===== src/rtl/dfs_pkg.sv =====
package dfs_pkg;

  typedef enum logic [2:0] {
    ST_IDLE,
    ST_VEC_REQ,
    ST_VEC_WAIT,
    ST_CHECK,
    ST_WORD_REQ,
    ST_WORD_WAIT
  } fetch_state_e;

endpackage


===== src/rtl/dfs_trig_sel.sv =====
module dfs_trig_sel #(
  parameter int             AW       = 24,
  parameter int             IDX_W    = 7,
  parameter logic [AW-1:0]  VEC_BASE = 24'h000400
) (
  input  logic             sw_trig,
  input  logic [IDX_W-1:0] sw_idx,
  input  logic             hw_trig,
  input  logic [IDX_W-1:0] hw_src,
  output logic             go,
  output logic [AW-1:0]    vec_addr
);

  localparam int PAD_W = AW - IDX_W - 1;

  logic [IDX_W-1:0] sel_idx;

  always_comb begin
    go       = sw_trig | hw_trig;
    sel_idx  = sw_trig ? sw_idx : hw_src;
    vec_addr = VEC_BASE + {{PAD_W{1'b0}}, sel_idx, 1'b0};
  end

endmodule


===== src/rtl/dfs_win_chk.sv =====
module dfs_win_chk #(
  parameter int            AW      = 24,
  parameter logic [AW-1:0] WIN_LO  = 24'hFFEBC0,
  parameter logic [AW-1:0] WIN_HI  = 24'hFFEFBF,
  parameter int            SPAN    = 12,
  parameter int            ALIGN_B = 2
) (
  input  logic [AW-1:0] start,
  output logic          ok
);

  logic [AW:0] last_byte;

  always_comb begin
    last_byte = {1'b0, start} + (AW+1)'(SPAN - 1);
    ok = (start[ALIGN_B-1:0] == '0) &&
         (start >= WIN_LO) &&
         (last_byte <= {1'b0, WIN_HI});
  end

endmodule


===== src/rtl/desc_fetch_seq.sv =====
module desc_fetch_seq #(
  parameter int            AW       = 24,
  parameter int            IDX_W    = 7,
  parameter int            VW       = 16,
  parameter int            DW       = 32,
  parameter int            WORDS    = 3,
  parameter logic [AW-1:0] VEC_BASE = 24'h000400,
  parameter logic [AW-1:0] WIN_LO   = 24'hFFEBC0,
  parameter logic [AW-1:0] WIN_HI   = 24'hFFEFBF
) (
  input  logic             clk,
  input  logic             rst_n,
  input  logic             sw_trig,
  input  logic [IDX_W-1:0] sw_idx,
  input  logic             hw_trig,
  input  logic [IDX_W-1:0] hw_src,
  input  logic             chain_go,
  output logic             rd_req,
  output logic [AW-1:0]    rd_addr,
  output logic             rd_wide,
  input  logic             rd_valid,
  input  logic [DW-1:0]    rd_data,
  output logic             busy,
  output logic             done,
  output logic             err,
  output logic [7:0]       mode_a,
  output logic [AW-1:0]    src_addr,
  output logic [7:0]       mode_b,
  output logic [AW-1:0]    dst_addr,
  output logic [15:0]      cnt_a,
  output logic [15:0]      cnt_b
);
  import dfs_pkg::*;

  localparam int            BYTES_W = DW / 8;
  localparam int            SPAN    = WORDS * BYTES_W;
  localparam int            ALIGN_B = $clog2(BYTES_W);
  localparam int            CNT_W   = $clog2(WORDS);
  localparam int            UP_W    = AW - VW;
  localparam logic [UP_W-1:0] UP_BITS = WIN_LO[AW-1:VW];
  localparam logic [AW-1:0] VEC_TOP = VEC_BASE + AW'(2 * ((2 ** IDX_W) - 1));

  // reset: asynchronous assert, synchronous release
  logic [1:0] rsync_q;
  logic       rst_q;

  always_ff @(posedge clk or negedge rst_n) begin
    if (!rst_n) rsync_q <= '0;
    else        rsync_q <= {rsync_q[0], 1'b1};
  end
  assign rst_q = rsync_q[1];

  // trigger arbitration and window check
  logic          trig_go;
  logic [AW-1:0] trig_vec;
  logic          start_ok;

  dfs_trig_sel #(.AW(AW), .IDX_W(IDX_W), .VEC_BASE(VEC_BASE)) u_sel (
    .sw_trig (sw_trig),
    .sw_idx  (sw_idx),
    .hw_trig (hw_trig),
    .hw_src  (hw_src),
    .go      (trig_go),
    .vec_addr(trig_vec)
  );

  logic [AW-1:0] base_q, base_d;

  dfs_win_chk #(.AW(AW), .WIN_LO(WIN_LO), .WIN_HI(WIN_HI),
                .SPAN(SPAN), .ALIGN_B(ALIGN_B)) u_chk (
    .start(base_q),
    .ok   (start_ok)
  );

  // state
  fetch_state_e   state_q, state_d;
  logic [AW-1:0]  vec_q, vec_d;
  logic [CNT_W-1:0] idx_q, idx_d;
  logic           done_q, done_d;
  logic           err_q, err_d;
  logic           chain_ok_q, chain_ok_d;
  logic           cap_en;
  logic [WORDS-1:0] word_en;
  logic [DW-1:0]  words_q [WORDS];

  always_comb begin
    state_d    = state_q;
    base_d     = base_q;
    vec_d      = vec_q;
    idx_d      = idx_q;
    done_d     = 1'b0;
    err_d      = 1'b0;
    chain_ok_d = chain_ok_q;
    cap_en     = 1'b0;
    case (state_q)
      ST_IDLE: begin
        if (trig_go) begin
          vec_d   = trig_vec;
          state_d = ST_VEC_REQ;
        end else if (chain_go && chain_ok_q) begin
          base_d  = base_q + AW'(SPAN);
          state_d = ST_CHECK;
        end
      end
      ST_VEC_REQ: state_d = ST_VEC_WAIT;
      ST_VEC_WAIT: begin
        if (rd_valid) begin
          base_d  = {UP_BITS, rd_data[VW-1:0]};
          state_d = ST_CHECK;
        end
      end
      ST_CHECK: begin
        if (!start_ok) begin
          err_d      = 1'b1;
          chain_ok_d = 1'b0;
          state_d    = ST_IDLE;
        end else begin
          idx_d   = '0;
          state_d = ST_WORD_REQ;
        end
      end
      ST_WORD_REQ: state_d = ST_WORD_WAIT;
      ST_WORD_WAIT: begin
        if (rd_valid) begin
          cap_en = 1'b1;
          if (idx_q == CNT_W'(WORDS - 1)) begin
            done_d     = 1'b1;
            chain_ok_d = 1'b1;
            state_d    = ST_IDLE;
          end else begin
            idx_d   = idx_q + 1'b1;
            state_d = ST_WORD_REQ;
          end
        end
      end
      default: state_d = ST_IDLE;
    endcase
  end

  always_ff @(posedge clk or negedge rst_q) begin
    if (!rst_q) begin
      state_q    <= ST_IDLE;
      base_q     <= '0;
      vec_q      <= '0;
      idx_q      <= '0;
      done_q     <= 1'b0;
      err_q      <= 1'b0;
      chain_ok_q <= 1'b0;
    end else begin
      state_q    <= state_d;
      base_q     <= base_d;
      vec_q      <= vec_d;
      idx_q      <= idx_d;
      done_q     <= done_d;
      err_q      <= err_d;
      chain_ok_q <= chain_ok_d;
    end
  end

  for (genvar g = 0; g < WORDS; g++) begin : g_wen
    assign word_en[g] = cap_en && (idx_q == CNT_W'(g));
  end

  always_ff @(posedge clk or negedge rst_q) begin
    if (!rst_q) begin
      for (int i = 0; i < WORDS; i++) words_q[i] <= '0;
    end else begin
      for (int i = 0; i < WORDS; i++) begin
        if (word_en[i]) words_q[i] <= rd_data;
      end
    end
  end

  // outputs
  always_comb begin
    rd_req   = (state_q == ST_VEC_REQ) || (state_q == ST_WORD_REQ);
    rd_wide  = (state_q == ST_WORD_REQ);
    rd_addr  = (state_q == ST_VEC_REQ) ? vec_q
                                       : base_q + (AW'(idx_q) << ALIGN_B);
    busy     = (state_q != ST_IDLE);
    done     = done_q;
    err      = err_q;
    mode_a   = words_q[0][DW-1 -: 8];
    src_addr = words_q[0][AW-1:0];
    mode_b   = words_q[1][DW-1 -: 8];
    dst_addr = words_q[1][AW-1:0];
    cnt_a    = words_q[2][DW-1 -: 16];
    cnt_b    = words_q[2][15:0];
  end

  // assertions
  AST_REQ_SINGLE: assert property (@(posedge clk) disable iff (!rst_q)
    rd_req |=> !rd_req);
  AST_DONE_PULSE: assert property (@(posedge clk) disable iff (!rst_q)
    done |=> !done);
  AST_BUSY_ENDS: assert property (@(posedge clk) disable iff (!rst_q)
    $fell(busy) |-> (done || err));
  AST_DONE_ERR_EXCL: assert property (@(posedge clk) disable iff (!rst_q)
    !(done && err));
  AST_VEC_RANGE: assert property (@(posedge clk) disable iff (!rst_q)
    (rd_req && !rd_wide) |-> (rd_addr >= VEC_BASE && rd_addr <= VEC_TOP && !rd_addr[0]));
  AST_WORD_IN_WIN: assert property (@(posedge clk) disable iff (!rst_q)
    (rd_req && rd_wide) |-> (rd_addr[ALIGN_B-1:0] == '0 && rd_addr >= WIN_LO && rd_addr <= WIN_HI));

endmodule


===== config.mk =====
export PLATFORM = sky130hd
export DESIGN_NAME = desc_fetch_seq
export DESIGN_NICKNAME = d
export VERILOG_FILES = /design/src/rtl/dfs_pkg.sv /design/src/rtl/dfs_trig_sel.sv /design/src/rtl/dfs_win_chk.sv /design/src/rtl/desc_fetch_seq.sv
export SDC_FILE = /design/constraint.sdc
export NUM_CORES = 1
export LEC_CHECK = 0
export BUFFER_PORTS_ARGS = -buffer_cell sky130_fd_sc_hd__buf_2
export CORE_MARGIN = 2
export CORE_UTILIZATION = 39
export CTS_BUF_LIST = sky130_fd_sc_hd__clkbuf_4 sky130_fd_sc_hd__clkbuf_8
export CTS_CLUSTER_SIZE = 30
export DETAILED_ROUTE_END_ITERATION = 7
export GPL_TIMING_DRIVEN = 0
export PLACE_DENSITY = 0.74
export SYNTH_ARGS = -nofsm -noshare
export SYNTH_HDL_FRONTEND = slang
export SYNTH_SLANG_ARGS = --single-unit
export TNS_END_PERCENT = 30

===== constraint.sdc =====
create_clock -name clk -period 4.9 [get_ports clk]
set_input_delay 0.98 -clock clk [delete_from_list [all_inputs] [get_ports clk]]
set_output_delay 0.98 -clock clk [all_outputs]
set_load 0.005 [all_outputs]

==> run metrics, run 1 <==
GPL Wtd Cong=0.9172; chip width=136.3 um; Worst Setup EP=rd_addr[16]; Mapped Nets=689; flop-to-flop setup slack=1.77 ns; Worst EP required=3.92 ns; Crit. Startpoint=base_q[3]; internal power=2396 uW; Setup CP Type=reg -> out; number of antenna violations at the first check in global routing=0; RSZ-0062 raised after global routing=false; die height=136.3 um; gr usage total=20.12%; outcome=finished clean; Max Clk Rate=248.4 MHz; number of distinct library cells after synthesis=55; CTS Buf Count=17; ANT nets after route=0; Final min period=4.027 ns; post-DP HPWL=13510 um; Root Driver=clkbuf_8; global route overflow=0; Net Sw Frac=38.58%; R2R depth=10; H-tree level count=4; largest area contributor in the netlist=dfrtp_1; number of synthesized register bits=138; Post-CTS Setup Inserts=0; top cells by area, synth=dfrtp_1 (51%), mux2_2 (16%), nand2_1 (3.1%), a21oi_1 (2.9%), xnor2_1 (2.7%); max-cap violation count=0; Site Rows=48; final period utilization=82.17%; reg2reg start=base_q[3]; largest net degree at the start of global routing=71; cells after synthesis=627; # DRC=0; Die Area=18590 sq um; YS warnings=0; core area=17240 sq um; Max Used Layer=met4; worst slew pin tran=0.9032 ns; Slew Viols, Final=0; Hold Slack=0.3142 ns; synth-to-layout area growth=23.58%; Synth Flop Type=dfrtp_1; vias in the first global route=5509; CP endpoint kind=output pin; Worst Skew=0.01429 ns; mapped cell area=6830 sq um; Startpoint Class=register; routed wl met3=1348 um; nets=884; register clock-pin slew on the reported worst setup and hold paths=0.08 ns; number of synthesized flops with an enable pin=0; met1 wire length=8149 um; Gate power share=38.8%; TritonCTS clock tree=yes; Mapped Avg Cell Area=10.89 sq um; Via Count=5503; DR WL/cell=17.05 um; clock sinks=138; max_slew headroom=39.79%; pwr/cell area=462.2 nW/um^2; Critical Path AT=3.05 ns; asr flop ratio synth=100.0%; clock share of power=25.5%; post-cts resize count=0; Post-CTS Hold Buffers=0; share of layout cells above drive strength 1=39.88%; met2 WL=8296 um; Ports=177; Buffers on Ports=175; Worst R2R End=idx_q[0]; VDD IR max=0.0002238 V; diode count=0; sequential fraction of the synthesis area=50.56%; Via density=5.192; first-pass GRT wire length=28810 um; DRT iter0 DRCs=305; LEAKAGE=0.004180 uW; Setup TNS Final=0 ns; Synth top area share=50.56%; worst skew pair latency=0.44 ns; Overall Power=3901 uW; WL final=18070 um; Psw=1505 uW; initial core utilization=39.63%; first-pass iteration count of the detailed router=5; final hold vios=0; Clock Tree Buf Depth=2; Flop pwr share=35.6%; crit-path max FO=8; min-delay worst type=in -> async; final setup violating endpoints=0
==> area by class of cell <==
cell class,instances,area (sq um)
sequential,138,3457
buffer,44,207.7
clock buffer,17,234.0
inverter,13,48.80
clock inverter,15,187.7
multi-input combinational,432,3120
timing repair buffer,176,903.4
fill,1617,8796
tap,225,281.5
==> cells in the final DEF, fill, tap and decap left out, types with 4 or more instances in the layout <==
cell type,instances
a21oi_1,40
buf_1,6
buf_2,184
buf_4,6
clkbuf_1,21
clkbuf_8,17
dfrtp_1,137
ha_1,9
inv_1,13
inv_6,5
mux2_2,99
mux2i_1,7
nand2_1,56
nand2b_1,4
nand3_1,11
nand3b_1,4
nand4_1,10
nor2_1,42
nor3_1,16
nor4_1,5
o21ai_0,27
o22ai_1,10
or3_1,8
xnor2_1,21
xor2_1,14
==> state kept, by name (all words and copies together) (netlist names) <==
name        cells
base_q         24
chain_ok_q      1
cnt_a          16
cnt_b          16
done            1
dst_addr       24
err             1
idx_q           2
mode_a          8
mode_b          8
rsync_q         2
src_addr       24
state_q         3
vec_q           8
==> Yosys cell counts, types with 3 or more instances <==
library cell / n
nand3_1: 11
o2111ai_1: 3
nand4_1: 10
o211ai_1: 3
and2_1: 3
mux2_2: 99
nand2_1: 56
a31oi_1: 3
nor4_1: 5
inv_1: 13
nor3_1: 16
buf_1: 6
xor2_1: 14
buf_4: 6
nand3b_1: 4
a21oi_1: 40
or2_2: 3
and4_1: 3
and3_1: 3
ha_1: 9
nand2b_1: 4
mux2i_1: 7
nor2_1: 42
clkbuf_1: 21
buf_2: 9
o21ai_0: 27
dfrtp_1: 138
or3_1: 8
o22ai_1: 10
xnor2_1: 21
==> worst max-delay path: stages (launching register included) <==
cell and delay [ns]:
dfrtp_1 0.36, clkbuf_2 0.18, inv_1 0.20, fa_1 0.54, nor3_1 0.54, nand2_1 0.17
or3_1 0.34, a21oi_1 0.14, buf_2 0.13
==> layer usage <==
| layer | vias up | GRT usage [%] |
|---|---|---|
| li1 | 2594 | - |
| met1 | 2707 | 27.10 |
| met2 | 185 | 30.96 |
| met3 | 17 | 6.450 |
| met4 | 0 | 6.134 |
| met5 | - | 0 |
==> power groups by stage <==
stage | sequential, uW | clock, uW | combinational, uW
after floorplan | 1400 | 0 | 997
after global placement | 1420 | 0 | 1470
after detailed placement | 1410 | 0 | 1510
after CTS | 1390 | 1020 | 1510
after global routing | 1410 | 1070 | 1690
final | 1390 | 996 | 1510
==> metrics by stage <==
step           std cells  util, %  cell area (sq um)  worst slack [ns]
2_1_floorplan        627        -               6830            0.7704
3_3_place_gp        1027    46.34               7988           -0.8461
3_5_place_dp        1028    46.52               8019             1.338
4_1_cts             1060    48.97               8441            0.8320
5_1_grt             1060    48.97               8441            0.6324
6_report            1060    48.97               8441            0.8735
==> logic make-up after synthesis <==
family / after synthesis / synth area share [%]
adder cells (fa/ha/maj): 10 / 1.942
XOR/XNOR: 35 / 4.488
buffers and inverters: 57 / 3.755
other: 1 / 0.05490
flip-flops: 138 / 50.56
AO/OA/AOI/OAI: 99 / 8.701
AND/OR/NAND/NOR: 181 / 13.15
multiplexers: 106 / 17.35
==> worst min path at each step <==
stage / start / end / slack [ns]
6_report: rst_n / rsync_q[0] / 0.31
5_1_grt: rst_n / rsync_q[1] / 0.27
4_1_cts: rst_n / rsync_q[1] / 0.28
3_5_place_dp: rsync_q[0] / rsync_q[1] / 0.34
3_3_place_gp: rsync_q[0] / rsync_q[1] / 0.33
2_1_floorplan: rsync_q[0] / rsync_q[1] / 0.33
Note: power is estimated with default switching activity, not from simulation.
==> run 2: changes to the inputs <==
- ABC_AREA: unset -> 1
- PLACE_DENSITY: 0.74 -> 0.76
- clock period: 4.9 -> 3.36 ns (I/O delays scaled with it)
==> run metrics, run 2 <==
outcome=finished clean; Top delay family on crit path=simple AND/OR/NAND/NOR gates; most common cell after layout, fill and taps aside=nand2_1; VDD IR max=0.0003677 V; Max Clk Rate=308.2 MHz; # DRC=0; Startpoint Class=register; worst skew pair latency=0.45 ns; Critical Path AT=2.57 ns; mapped cell area=7069 sq um; Final min period=3.244 ns; number of antenna violations at the first check in global routing=2; Setup TNS Final=0 ns; nets=1182; chip width=138.6 um; largest net degree at the start of global routing=67; YS warnings=0; initial core utilization=39.49%; first-pass iteration count of the detailed router=6; Ports=177; die height=138.6 um; Site Rows=49; synth-to-layout area growth=23.84%; ANT nets after route=0; Synth Flop Type=dfrtp_1; global route overflow=0; post-DP HPWL=17030 um; DR WL/cell=16.48 um; Via density=5.054; share of layout cells above drive strength 1=22.77%; Mapped Nets=982; asr flop ratio synth=100.0%; H-tree level count=4; register clock-pin slew on the reported worst setup and hold paths=0.09 ns; CP Cell Sequence=inv_2 > fa_2 > nor2_4 > inv_1 > nor2_2 > inv_1 > nor2_2 > a21oi_1 > nor3_1 > buf_2; filler instances=1799; most numerous cell in the Yosys netlist=nand2_1; clock sinks=138; top cells by area, synth=dfrtp_1 (49%), nand2_1 (13%), o21ai_0 (11%), inv_1 (6.2%), nor2_1 (3.5%); Die Area=19220 sq um; CP endpoint kind=output pin; commonest non-fill, non-tap cells in the layout=nand2_1 (239), buf_2 (183), o21ai_0 (154); min-delay worst type=reg -> async; RSZ-0062 raised after global routing=true; Synth top area share=48.85%; number of synthesized register bits=138; LEAKAGE=0.004669 uW; number of synthesized flops with an enable pin=0; WL final=22460 um; vias in the first global route=6629; Mapped Avg Cell Area=7.684 sq um; CP max stage delay=0.45 ns; GPL Wtd Cong=0.9582; worst path buffer plus inverter count=4; DRT iter0 DRCs=476; Slew Viols, Final=0; Worst EP required=2.69 ns; gr usage total=23.02%; Buffers on Ports=176; largest area contributor in the netlist=dfrtp_1; Hold Slack=0.1920 ns; max_slew headroom=54.88%; final setup violating endpoints=0; Via Count=6889; first-pass GRT wire length=35300 um; pwr/cell area=661.8 nW/um^2; final period utilization=96.56%; max-cap violation count=0; CTS Buf Count=17; top post-synthesis cells by count=nand2_1 (239), o21ai_0 (154), dfrtp_1 (138); Worst Skew=0.01905 ns; number of distinct library cells after synthesis=38; cells after synthesis=920; Slowest cell on crit path=fa_2; sequential fraction of the synthesis area=48.85%; Clock Tree Buf Depth=2; core area=17900 sq um; final hold vios=0; Setup CP Type=reg -> out; crit-path max FO=11; worst slew pin tran=0.6743 ns; TritonCTS clock tree=yes; Root Driver=clkbuf_8
==> run 2: cell count changes in the layout (fill, tap and decap cells not counted), moves of 10 or more <==
cell     change
inv_1      +103
mux2_2      -99
nand2_1    +183
nand3_1     +27
nor2_1      +19
nor2_2      +10
o21ai_0    +127
xnor2_1     -20
==> run 2: stage by stage <==
| stage | std cells | power [uW] | setup slack [ns] | cell area, sq um | util (%) |
|---|---|---|---|---|---|
| after floorplan | 920 | 3526 | 0.7427 | 7071 | - |
| after global placement | 1325 | 4377 | 0.04741 | 8238 | 46.02 |
| after detailed placement | 1327 | 4423 | 0.04182 | 8295 | 46.34 |
| after CTS | 1360 | 5778 | -0.001123 | 8715 | 48.68 |
| after global routing | 1363 | 6197 | -0.03112 | 8755 | 48.90 |
| final | 1363 | 5794 | 0.1157 | 8755 | 48.90 |
==> run 2: final timing paths <==
path,cells past startpoint,startpoint,slack [ns],end
max,10,base_q[3],0.12,rd_addr[20]
min,0,rsync_q[1],0.19,mode_a[6]
max reg2reg,20,base_q[0],0.71,idx_q[0]
min reg2reg,0,rsync_q[1],0.19,mode_a[6]
max in group asynchronous,1,rsync_q[1],2.55,src_addr[13]
min in group clk,0,rsync_q[0],0.37,rsync_q[1]
==> run 2: layout make-up <==
cell class,count,area (sq um),area share (%)
well taps,229,286.5,3.273
multi-input cells,629,3079,35.17
inverters,119,447.9,5.116
repair buffers,181,960.9,10.98
diodes,1,2.502,0.02858
plain buffers,34,136.4,1.558
clock inverters,11,111.4,1.272
clock buffers,21,270.3,3.087
flip-flops and latches,138,3460,39.52
==> run 2: report_power, final <==
part,internal (uW),leakage [uW],total [uW],switching [uW]
registers,1900,0.00181,2140,236
logic,774,0.00267,2310,1540
clock network,642,0.000186,1340,701
==> run 2: what timing repair did <==
item,CTS,global route
gates resized for setup,9,6
hold buffers,1,0
hold endpoints to repair,2,0
gates cloned,0,0
buffers inserted,0,2
setup endpoints to repair,17,5
==> run 2: routing by layer <==
| layer | global-route usage (%) | vias up | wire, um |
|---|---|---|---|
| li1 | - | 3362 | - |
| met1 | 31.23 | 3263 | 9882 |
| met2 | 38.14 | 231 | 10820 |
| met3 | 3.902 | 31 | 1284 |
| met4 | 6.964 | 2 | 454 |
| met5 | 0 | - | 16 |
==> run 2: worst register-to-register path: stages (launching register included) <==
cell,delay [ns]
dfrtp_1,0.43
inv_1,0.08
ha_1,0.28
inv_1,0.08
nand2_1,0.05
nand2_1,0.16
inv_1,0.11
nor2_1,0.23
nand2_1,0.08
nand2_1,0.13
nand2_1,0.07
nor2_1,0.19
inv_1,0.07
nor2_1,0.10
nand2_1,0.06
nand2_1,0.12
nand2_1,0.08
nand2_2,0.09
nand2_2,0.06
nand2_1,0.06
nand2_1,0.04
==> run 2: logic make-up after synthesis <==
group                    after synthesis  synth area share, %
AND/OR/NAND/NOR                      396                24.00
AO/OA/AOI/OAI                        210                15.49
buffers and inverters                153                8.248
flip-flops                           138                48.85
XOR/XNOR                              12                1.487
adder cells (fa/ha/maj)               10                1.876
other                                  1              0.05305
